**config.mk**
```make
export PLATFORM = sky130hd
export DESIGN_NAME = irq_arbiter
export DESIGN_NICKNAME = d
export VERILOG_FILES = /design/src/rtl/irq_arb_pkg.sv /design/src/rtl/irq_arb_cfg.sv /design/src/rtl/irq_arb_elig.sv /design/src/rtl/irq_arb_pick.sv /design/src/rtl/irq_arbiter.sv
export SDC_FILE = /design/constraint.sdc
export NUM_CORES = 1
export LEC_CHECK = 0
export BUFFER_PORTS_ARGS = -buffer_cell sky130_fd_sc_hd__buf_2
export CORE_ASPECT_RATIO = 2
export CORE_MARGIN = 8
export CORE_UTILIZATION = 31
export CTS_CLUSTER_SIZE = 14
export DETAILED_ROUTE_END_ITERATION = 7
export SETUP_SLACK_MARGIN = 0.5
export SLEW_MARGIN = 30
export SYNTH_ARGS = -nofsm -noshare
export SYNTH_HDL_FRONTEND = slang
export SYNTH_SLANG_ARGS = --single-unit
```
**constraint.sdc**
```tcl
create_clock -name clk -period 13.8 [get_ports clk]
set_input_delay 1.38 -clock clk [delete_from_list [all_inputs] [get_ports clk]]
set_output_delay 1.38 -clock clk [all_outputs]
set_load 0.03 [all_outputs]
```
**src/rtl/irq_arb_pkg.sv**
```systemverilog
package irq_arb_pkg;

    localparam int PRIO_W = 4;
    localparam int SPLIT_W = 3;
    localparam int REG_W = 8;
    localparam int LOW_UNIMPL = REG_W - PRIO_W;

    typedef logic [PRIO_W-1:0] prio_t;
    typedef logic [SPLIT_W-1:0] split_t;

    typedef struct packed {
        logic  valid;
        prio_t prio;
    } cand_t;

    // Implemented bit b sits at bit b+LOW_UNIMPL of the 8-bit field and
    // belongs to the sub part when that position is at or below the split.
    function automatic prio_t sub_mask(input split_t s);
        prio_t m;
        m = '0;
        for (int b = 0; b < PRIO_W; b++) begin
            if (int'(s) >= b + LOW_UNIMPL) m[b] = 1'b1;
        end
        return m;
    endfunction

    function automatic prio_t group_of(input prio_t p, input split_t s);
        return p & ~sub_mask(s);
    endfunction

endpackage

```
**src/rtl/irq_arb_cfg.sv**
```systemverilog
module irq_arb_cfg
    import irq_arb_pkg::*;
#(
    parameter int NUM_IRQ = 8,
    parameter int ADDR_W = 4
) (
    input  logic                      clk,
    input  logic                      rst,
    input  logic                      we,
    input  logic [ADDR_W-1:0]         addr,
    input  logic [REG_W-1:0]          wdata,
    output prio_t [NUM_IRQ-1:0]       prio_q,
    output split_t                    split_q,
    output logic                      gmask_q,
    output prio_t                     thr_q
);

    localparam int A_SPLIT = NUM_IRQ;
    localparam int A_GMASK = NUM_IRQ + 1;
    localparam int A_THR   = NUM_IRQ + 2;

    for (genvar i = 0; i < NUM_IRQ; i++) begin : g_prio
        always_ff @(posedge clk) begin
            if (rst) begin
                prio_q[i] <= '0;
            end else if (we && addr == ADDR_W'(i)) begin
                prio_q[i] <= wdata[REG_W-1 -: PRIO_W];
            end
        end
    end

    always_ff @(posedge clk) begin
        if (rst) begin
            split_q <= '0;
            gmask_q <= 1'b0;
            thr_q   <= '0;
        end else if (we) begin
            if (addr == ADDR_W'(A_SPLIT)) split_q <= wdata[SPLIT_W-1:0];
            if (addr == ADDR_W'(A_GMASK)) gmask_q <= wdata[0];
            if (addr == ADDR_W'(A_THR))   thr_q   <= wdata[REG_W-1 -: PRIO_W];
        end
    end

endmodule

```
**src/rtl/irq_arb_elig.sv**
```systemverilog
module irq_arb_elig
    import irq_arb_pkg::*;
#(
    parameter int NUM_IRQ = 8
) (
    input  logic [NUM_IRQ-1:0]  pend,
    input  logic [NUM_IRQ-1:0]  en,
    input  prio_t [NUM_IRQ-1:0] prio,
    input  split_t              split,
    input  logic                gmask,
    input  prio_t               thr,
    output logic [NUM_IRQ-1:0]  elig
);

    for (genvar i = 0; i < NUM_IRQ; i++) begin : g_line
        prio_t grp;
        logic  thr_ok;
        always_comb begin
            grp    = group_of(prio[i], split);
            thr_ok = (thr == '0) || (grp < thr);
            elig[i] = pend[i] && en[i] && !gmask && thr_ok;
        end
    end

endmodule

```
**src/rtl/irq_arb_pick.sv**
```systemverilog
module irq_arb_pick
    import irq_arb_pkg::*;
#(
    parameter int NUM_IRQ = 8,
    parameter int IDX_W = 3
) (
    input  logic [NUM_IRQ-1:0]  elig,
    input  prio_t [NUM_IRQ-1:0] prio,
    output cand_t               best,
    output logic [IDX_W-1:0]    best_idx
);

    // Ascending scan with a strict compare keeps the lower index on ties.
    always_comb begin
        best.valid = 1'b0;
        best.prio  = '1;
        best_idx   = '0;
        for (int i = 0; i < NUM_IRQ; i++) begin
            if (elig[i] && (!best.valid || prio[i] < best.prio)) begin
                best.valid = 1'b1;
                best.prio  = prio[i];
                best_idx   = IDX_W'(i);
            end
        end
    end

endmodule

```
**src/rtl/irq_arbiter.sv**
```systemverilog
module irq_arbiter
    import irq_arb_pkg::*;
#(
    parameter int NUM_IRQ = 8,
    localparam int IDX_W = (NUM_IRQ > 1) ? $clog2(NUM_IRQ) : 1,
    localparam int ADDR_W = $clog2(NUM_IRQ + 3)
) (
    input  logic               clk,
    input  logic               rst,
    input  logic               cfg_we,
    input  logic [ADDR_W-1:0]  cfg_addr,
    input  logic [7:0]         cfg_wdata,
    input  logic [NUM_IRQ-1:0] irq_pend,
    input  logic [NUM_IRQ-1:0] irq_en,
    input  logic               run_active,
    input  logic [3:0]         run_grp,
    output logic               take,
    output logic [IDX_W-1:0]   take_id,
    output logic [3:0]         take_grp
);

    prio_t [NUM_IRQ-1:0] prio_q;
    split_t              split_q;
    logic                gmask_q;
    prio_t               thr_q;
    logic [NUM_IRQ-1:0]  elig;
    cand_t               best;
    logic [IDX_W-1:0]    best_idx;
    prio_t               win_grp;
    logic                go;

    irq_arb_cfg #(.NUM_IRQ(NUM_IRQ), .ADDR_W(ADDR_W)) u_cfg (
        .clk     (clk),
        .rst     (rst),
        .we      (cfg_we),
        .addr    (cfg_addr),
        .wdata   (cfg_wdata),
        .prio_q  (prio_q),
        .split_q (split_q),
        .gmask_q (gmask_q),
        .thr_q   (thr_q)
    );

    irq_arb_elig #(.NUM_IRQ(NUM_IRQ)) u_elig (
        .pend  (irq_pend),
        .en    (irq_en),
        .prio  (prio_q),
        .split (split_q),
        .gmask (gmask_q),
        .thr   (thr_q),
        .elig  (elig)
    );

    irq_arb_pick #(.NUM_IRQ(NUM_IRQ), .IDX_W(IDX_W)) u_pick (
        .elig     (elig),
        .prio     (prio_q),
        .best     (best),
        .best_idx (best_idx)
    );

    always_comb begin
        win_grp = group_of(best.prio, split_q);
        go      = best.valid && (!run_active || win_grp < prio_t'(run_grp));
    end

    always_ff @(posedge clk) begin
        if (rst) begin
            take     <= 1'b0;
            take_id  <= '0;
            take_grp <= '0;
        end else begin
            take     <= go;
            take_id  <= go ? best_idx : '0;
            take_grp <= go ? win_grp : '0;
        end
    end

endmodule

```
== After elaboration in Yosys (flattened, before gate mapping) ==
Index checks and enable logic that the tools add are counted.

* Memories kept: 0
* Bits of input ports: 36
* Bits in writable memories: 0
* ROM bits: 0
* Latch bits: 0
* Flip-flop bits (word level): 48
* Output and inout bits: 8
* Logic and storage cells: 145

* Bitwise operators: 11
* Div/mod/pow operators: 0
* Multiply operators: 0
* Reduce and logical (&&, ||, !) cells: 71
* Shift-type cells: 0
* Order comparisons: 20
* Add/subtract/negate cells: 0
* Eq/ne operators: 10
* Muxes and demuxes: 19

{| class="wikitable"
|+ Operators by type and width
! operator !! number
|-
| < comparator 4 bit || 16
|-
| logical AND 1 bit || 40
|-
| 2-to-1 mux 5 bit || 8
|-
| bitwise AND 4 bit || 9
|-
| == test 4 x 3 -> 1 bit (second input constant) || 4
|-
| logical OR 1 bit || 16
|-
| == test 4 bit (second input constant) || 3
|-
| greater-or-equal comparator 3 bit (second input constant) || 4
|-
| 2-to-1 mux 3 bit || 4
|-
| zero test 1 bit || 9
|-
| == test 4 x 2 -> 1 bit (second input constant) || 2
|-
| zero test 4 bit || 2
|-
| AND reduction 2 bit || 3
|-
| 2-to-1 mux 1 bit || 5
|-
| == test 4 x 1 -> 1 bit (second input constant) || 1
|-
| 2-to-1 mux 2 bit || 2
|-
| inverter 4 bit || 1
|-
| OR reduction 2 bit || 1
|-
| inverter 1 bit || 1
|}

== Depth between registers and ports, before layout ==
* Depth after elaboration: 42
* Gate-level depth with buffers: 72
* Depth with buffers taken out: 67

== By module ==
A second synthesis with hierarchy kept.

* Cell total of the unflattened synthesis: 519
* Area total of the unflattened synthesis: 4461.8 um^2

{| class="wikitable"
|+ Modules (own cells, without submodules)
! module !! instances !! cells each !! seq. area each (um^2) !! area each (um^2)
|-
| irq_arb_cfg || 1 || 154 || 800.8 || 1635.3
|-
| irq_arb_pick || 1 || 217 || 0.0 || 1584.0
|-
| irq_arb_elig || 1 || 114 || 0.0 || 875.8
|-
| irq_arbiter || 1 || 34 || 160.2 || 366.6
|}

== Worst setup path before layout ==
OpenSTA, ideal clock, no wires.

* Kind: input-to-reg
* From: in irq_pend[0]
* To: reg take_grp[3]
* Arrival time: 13.454 ns
* Required time: 13.727 ns
* Library setup time: 0.073 ns
* Stages: 62
* Buffers on the path: 3
* Slack: 0.273 ns
* Cells stage by stage: nand3b_1 -> a211oi_1 -> a21oi_2 -> nor2_1 -> ha_1 -> or2_2 -> a31oi_1 -> o21ai_0 -> a21oi_1 -> inv_1 -> ha_1 -> o21ai_0 -> or3b_4 -> a21oi_2 -> o21ai_4 -> mux2i_1 -> ha_1 -> a31o_2 -> [... 26 more ...] -> nor3_1 -> a311oi_1 -> clkbuf_1 -> mux2_4 -> ha_1 -> a21oi_1 -> o21bai_1 -> nor3_1 -> a21oi_4 -> mux2_2 -> ha_1 -> nor2b_1 -> o21a_1 -> o21ai_0 -> nand2b_1 -> a221oi_1 -> o21ai_4 -> nor3b_2

* Longest elaborated chain between the ends: 38
* Elaborated cells between the ends (all ways): 45
* Classes of those cells: order compare: 8; mux: 8; bitwise: 2; reduce/logical: 27

{| class="wikitable"
|+ Ends and longest elaborated chain
! item !! line !! text
|-
| from (decl) || irq_arbiter.sv:13 || <nowiki>input logic [NUM_IRQ-1:0] irq_pend,</nowiki>
|-
| logical AND 1 bit (*) (3 in a row) || irq_arb_elig.sv:21 || <nowiki>elig[i] = pend[i] && en[i] && !gmask && thr_ok;</nowiki>
|-
| 2-to-1 mux 5 bit (*) || irq_arb_pick.sv:19 || <nowiki>if (elig[i] && (!best.valid || prio[i] < best.prio)) begin</nowiki>
|-
| < comparator 4 bit or zero test 1 bit (tied branches) || irq_arb_pick.sv:19 ||
|-
| logical OR 1 bit || irq_arb_pick.sv:19 ||
|-
| logical AND 1 bit || irq_arb_pick.sv:19 ||
|-
| 2-to-1 mux 5 bit (*) || irq_arb_pick.sv:19 ||
|-
| < comparator 4 bit or zero test 1 bit (tied branches) || irq_arb_pick.sv:19 ||
|-
| logical OR 1 bit || irq_arb_pick.sv:19 ||
|-
| [... 21 more ...] || n/a ||
|-
| 2-to-1 mux 5 bit (*) || irq_arb_pick.sv:19 ||
|-
| bitwise AND 4 bit (*) || irq_arb_pkg.sv:28 || <nowiki>return p & ~sub_mask(s);</nowiki>
|-
| net win_grp[1] || irq_arbiter.sv:29 || <nowiki>prio_t win_grp;</nowiki>
|-
| < comparator 4 bit (*) || irq_arbiter.sv:63 || <nowiki>go = best.valid && (!run_active || win_grp < prio_t'(run_grp));</nowiki>
|-
| logical OR 1 bit (*) || irq_arbiter.sv:63 ||
|-
| logical AND 1 bit (*) || irq_arbiter.sv:63 ||
|-
| inverter 1 bit (no source line) (*) || n/a ||
|-
| OR reduction 2 bit (no source line) (*) || n/a ||
|-
| to (signal assigned) || irq_arbiter.sv:74 || <nowiki>take_grp <= go ? win_grp : '0;</nowiki>
|-
| to (decl) || irq_arbiter.sv:19 || <nowiki>output logic [3:0] take_grp</nowiki>
|}

The timed path passes the listed nets; every way through them passes the cells marked *.
A chain may end at the register's enable or synchronous reset.

== Worst setup path after layout ==
* From: in irq_en[0]
* To: reg take_grp[2]

* Longest elaborated chain between the ends: 38
* Elaborated cells between the ends (all ways): 45
* Classes of those cells: order compare: 8; mux: 8; bitwise: 2; reduce/logical: 27

{| class="wikitable"
|+ Ends and longest elaborated chain
! item !! line !! text
|-
| from (decl) || irq_arbiter.sv:14 || <nowiki>input logic [NUM_IRQ-1:0] irq_en,</nowiki>
|-
| logical AND 1 bit (*) (3 in a row) || irq_arb_elig.sv:21 ||
|-
| 2-to-1 mux 5 bit (*) || irq_arb_pick.sv:19 ||
|-
| < comparator 4 bit or zero test 1 bit (tied branches) || irq_arb_pick.sv:19 ||
|-
| logical OR 1 bit || irq_arb_pick.sv:19 ||
|-
| logical AND 1 bit || irq_arb_pick.sv:19 ||
|-
| 2-to-1 mux 5 bit (*) || irq_arb_pick.sv:19 ||
|-
| < comparator 4 bit or zero test 1 bit (tied branches) || irq_arb_pick.sv:19 ||
|-
| logical OR 1 bit || irq_arb_pick.sv:19 ||
|-
| [... 21 more ...] || n/a ||
|-
| 2-to-1 mux 5 bit (*) || irq_arb_pick.sv:19 ||
|-
| bitwise AND 4 bit (*) || irq_arb_pkg.sv:28 ||
|-
| net win_grp[1] || irq_arbiter.sv:29 ||
|-
| < comparator 4 bit (*) || irq_arbiter.sv:63 ||
|-
| logical OR 1 bit (*) || irq_arbiter.sv:63 ||
|-
| logical AND 1 bit (*) || irq_arbiter.sv:63 ||
|-
| inverter 1 bit (no source line) (*) || n/a ||
|-
| OR reduction 2 bit (no source line) (*) || n/a ||
|}

Marks and branches as above.

==> impl_metrics.yaml <==
die:
  die_h_um: 180.2
  ioPinCount: 44
  dieArea_sq_mm: 0.01767
  core-area_sq_mm: 0.01329
  num_rows: 60
  fp.dieW_um: 98.08
  initial_utilization_pct: 31.43
timing:
  fin_crit_sh_pct: 92.70
  fmax_ghz: 0.07817
  fin_worst_skew_ps: 3.400
  hold_ws_ps: 515.8
  rsz0062_at_grt: "true"
  finalMaxSlewViolations: 0
  tightest_slew_ps: 960.3
  layout_setup_ws_ps: 1007
  relSlewSlack_pct: 35.84
  setup_tns_ps: 0
  setup_viol: 0
  hold_viol: 0
  period_minus_slack_ps: 12790
run_status:
  status: "complete, no violations"
layout:
  area_delta_synth_final_pct: 23.85
  multi_input_area_sq_mm: 0.003214
  fillers: 1342
  nNetsFinal: 648
  seqCellArea_sq_um: 963.4
  drive_above_1_share_pct: 26.57
  antenna_cells: 0
placement:
  pre_cts_ws_ps: -359.6
  gp_congestion: 0.8557
  portBuffers: 42
  dp_hpwl_mm: 9.117
synthesis:
  syn_area_sq_mm: 0.004177
  syn_nets: 582
  syn_avg_cell_area_sq_um: 8.254
  synth.distinct_cells: 72
  synthCells: 506
  yosysWarnings: 0
  synth_edf_count: 0
  ys.flop_type: "dfxtp_1"
  ys_ff_latch: 48
  async_reset_ff_share_pct: 0
  yosysSeqAreaShare_pct: 23.01
route:
  via_count: 3911
  postRouteAntennaNets: 0
  post_drt_wl_per_cell_um: 17.13
  vias_per_cell: 5.380
  drt_first_pass_iters: 4
  routed_wl_mm: 12.45
  drtIter0Drc: 186
  drc: 0
setup_path:
  arrival_ps: 13030
  cp_slowest_cell: "or4_4"
  cp_max_fo: 6
  endpoint_kind: "flop"
  max_stage_delay_ps: 440
  critPathKind: "input pin to flop"
  startpoint_type: "input pin"
  worstPathRequired_ps: 14040
  crit_top_cell: "ha_1"
clock_network:
  numCtsBuffers: 5
  clock-sinks: 48
  clk_latency_ps: 290
  cts_max_path_buffers: 2
  cts_tree: "yes"
  root_buffer: "clkbuf_16"
  clk_pin_slew_ps: 70
  cts_max_level: 2
power:
  p_int_uw: 312.4
  powerDensity_mw_per_mm2: 87.59
  p_comb_share_pct: 32.5
  irDropWorstVdd_mv: 0.05211
  p_leak_uw: 0.002229
  p_sw_share_pct: 31.05
  power.switching_uw: 140.7
  power_frac_clock_pct: 35.0
  seqPwrFrac_pct: 32.5
job:
  cap_violations: 0
global_routing:
  antenna_found_initial: 0
  grt.overflow.total: 0
  grt_max_degree: 42
  grt_pass1_vias: 3711
  grt_pass1_wl_mm: 19.31
  globalRouteTotalUtil_pct: 13.47
worst_hold_path:
  min_path_type: "flop to flop"
## metal layers
metal / track usage (%) / share of wire (%) / vias up
li1: - / - / 1951
met1: 17.04 / 46 / 1874
met2: 23.28 / 50 / 78
met3: 1.974 / 2.9 / 8
met4: 2.893 / 0.94 / 0
met5: 0 / 0 / -
## path summary, 6_finish.rpt
check,slack [ps],startpoint,to,cells past startpoint
worst max-delay path,1010,irq_en[0],take_grp[2],63
worst max register to register,1250,u_cfg.split_q[0],take_grp[2],66
worst min-delay path,520,u_cfg.prio_q[3],u_cfg.prio_q[3],2
worst min register to register,520,u_cfg.prio_q[3],u_cfg.prio_q[3],2
## stage by stage
| step | utilization, % | total power (uW) | std cells | cell area, sq um |
|---|---|---|---|---|
| detailed placement | 35.11 | 275.0 | 705 | 4666 |
| CTS | 37.00 | 437.6 | 714 | 4916 |
| finish | 38.93 | 453.0 | 727 | 5172 |
| global route | 38.93 | 472.5 | 727 | 5172 |
| global placement | 35.11 | 272.9 | 705 | 4666 |
| floorplan | - | 237.2 | 506 | 4188 |
## logic make-up after synthesis
group	count (synthesis)	synth area share (%)
compound gates	127	23.25
xor+xnor	2	0.4195
fa+ha+maj	42	12.46
buf+inv	51	5.122
flops	48	23.01
mux	49	12.22
simple gates	187	23.52
## cells in the mapped netlist (3+ instances only)
cell type  count  area [sq um]
a21boi_0       4         30.03
a21oi_1       29         145.1
a21o_1        13         97.59
a211oi_1       6         45.04
nor3b_1        3         22.52
o21a_1         7         52.55
o21ai_0       19         95.09
nand3b_1       7         52.55
a21oi_2        3         26.28
ha_1          40         500.5
mux2_4         3         45.04
nor2_1        63         236.5
or3_1          4         25.02
dfxtp_1       48         960.9
mux2_2         3         33.78
nor3_1         5         25.02
a211o_1        4         35.03
a31oi_1        6         37.54
buf_6          3         33.78
mux2i_1       42         420.4
nand3_1        9         45.04
or2_2          5         31.28
nor4_1         3         18.77
nand4b_1       5         43.79
nand2_1       27         101.4
and2_1        24         150.1
nor2b_1        7         43.79
clkbuf_1      18         67.56
inv_1         28         105.1
nand2b_1      13         81.33
## critical path: cells and delay by family
family	cells	cell delay [ps]
AOI/OAI and AO/OA	27	4310
adders and majority gates	8	1940
buffers and inverters	7	670
muxes	4	1160
and+or+nand+nor	17	3550
## power groups by stage
stage	Sequential, uW	Combinational [uW]	Clock, uW
final	147	147	159
after global routing	148	160	165
after CTS	147	129	162
after detailed placement	150	125	0
after global placement	150	123	0
after floorplan	157	80.0	0
## timing repair
action	4_1_cts	5_1_grt
gates resized for setup	12	31
pin swaps	4	27
buffers inserted	2	13
hold buffers	0	0
endpoints found under the setup margin	8	8
## cell type report
class                           instances  area share, %
Inverter                               29          2.104
Clock buffer                            5          2.419
Tap cell                              155          3.749
Multi-Input combinational cell        407          62.14
Sequential cell                        48          18.63
Timing Repair Buffer                   81          9.797
Clock inverter                          2          1.161
## cells in the final DEF (no fill, tap or decap), drive strengths merged, types with 9 or more instances in the layout
master  count
o21ai      22
nor2       64
ha         40
inv        29
nand2b     13
a21o       14
mux2i      42
dfxtp      48
buf        81
nand3       9
a21oi      33
nand2      27
and2       24
## registers in the layout, indices dropped and copies added, names as in the netlist
register and count:
take 1, u_cfg.gmask_q 1, u_cfg.split_q 3, u_cfg.prio_q 32
take_id 3, u_cfg.thr_q 4, take_grp 4
Note: power is estimated with default switching activity, not from simulation.
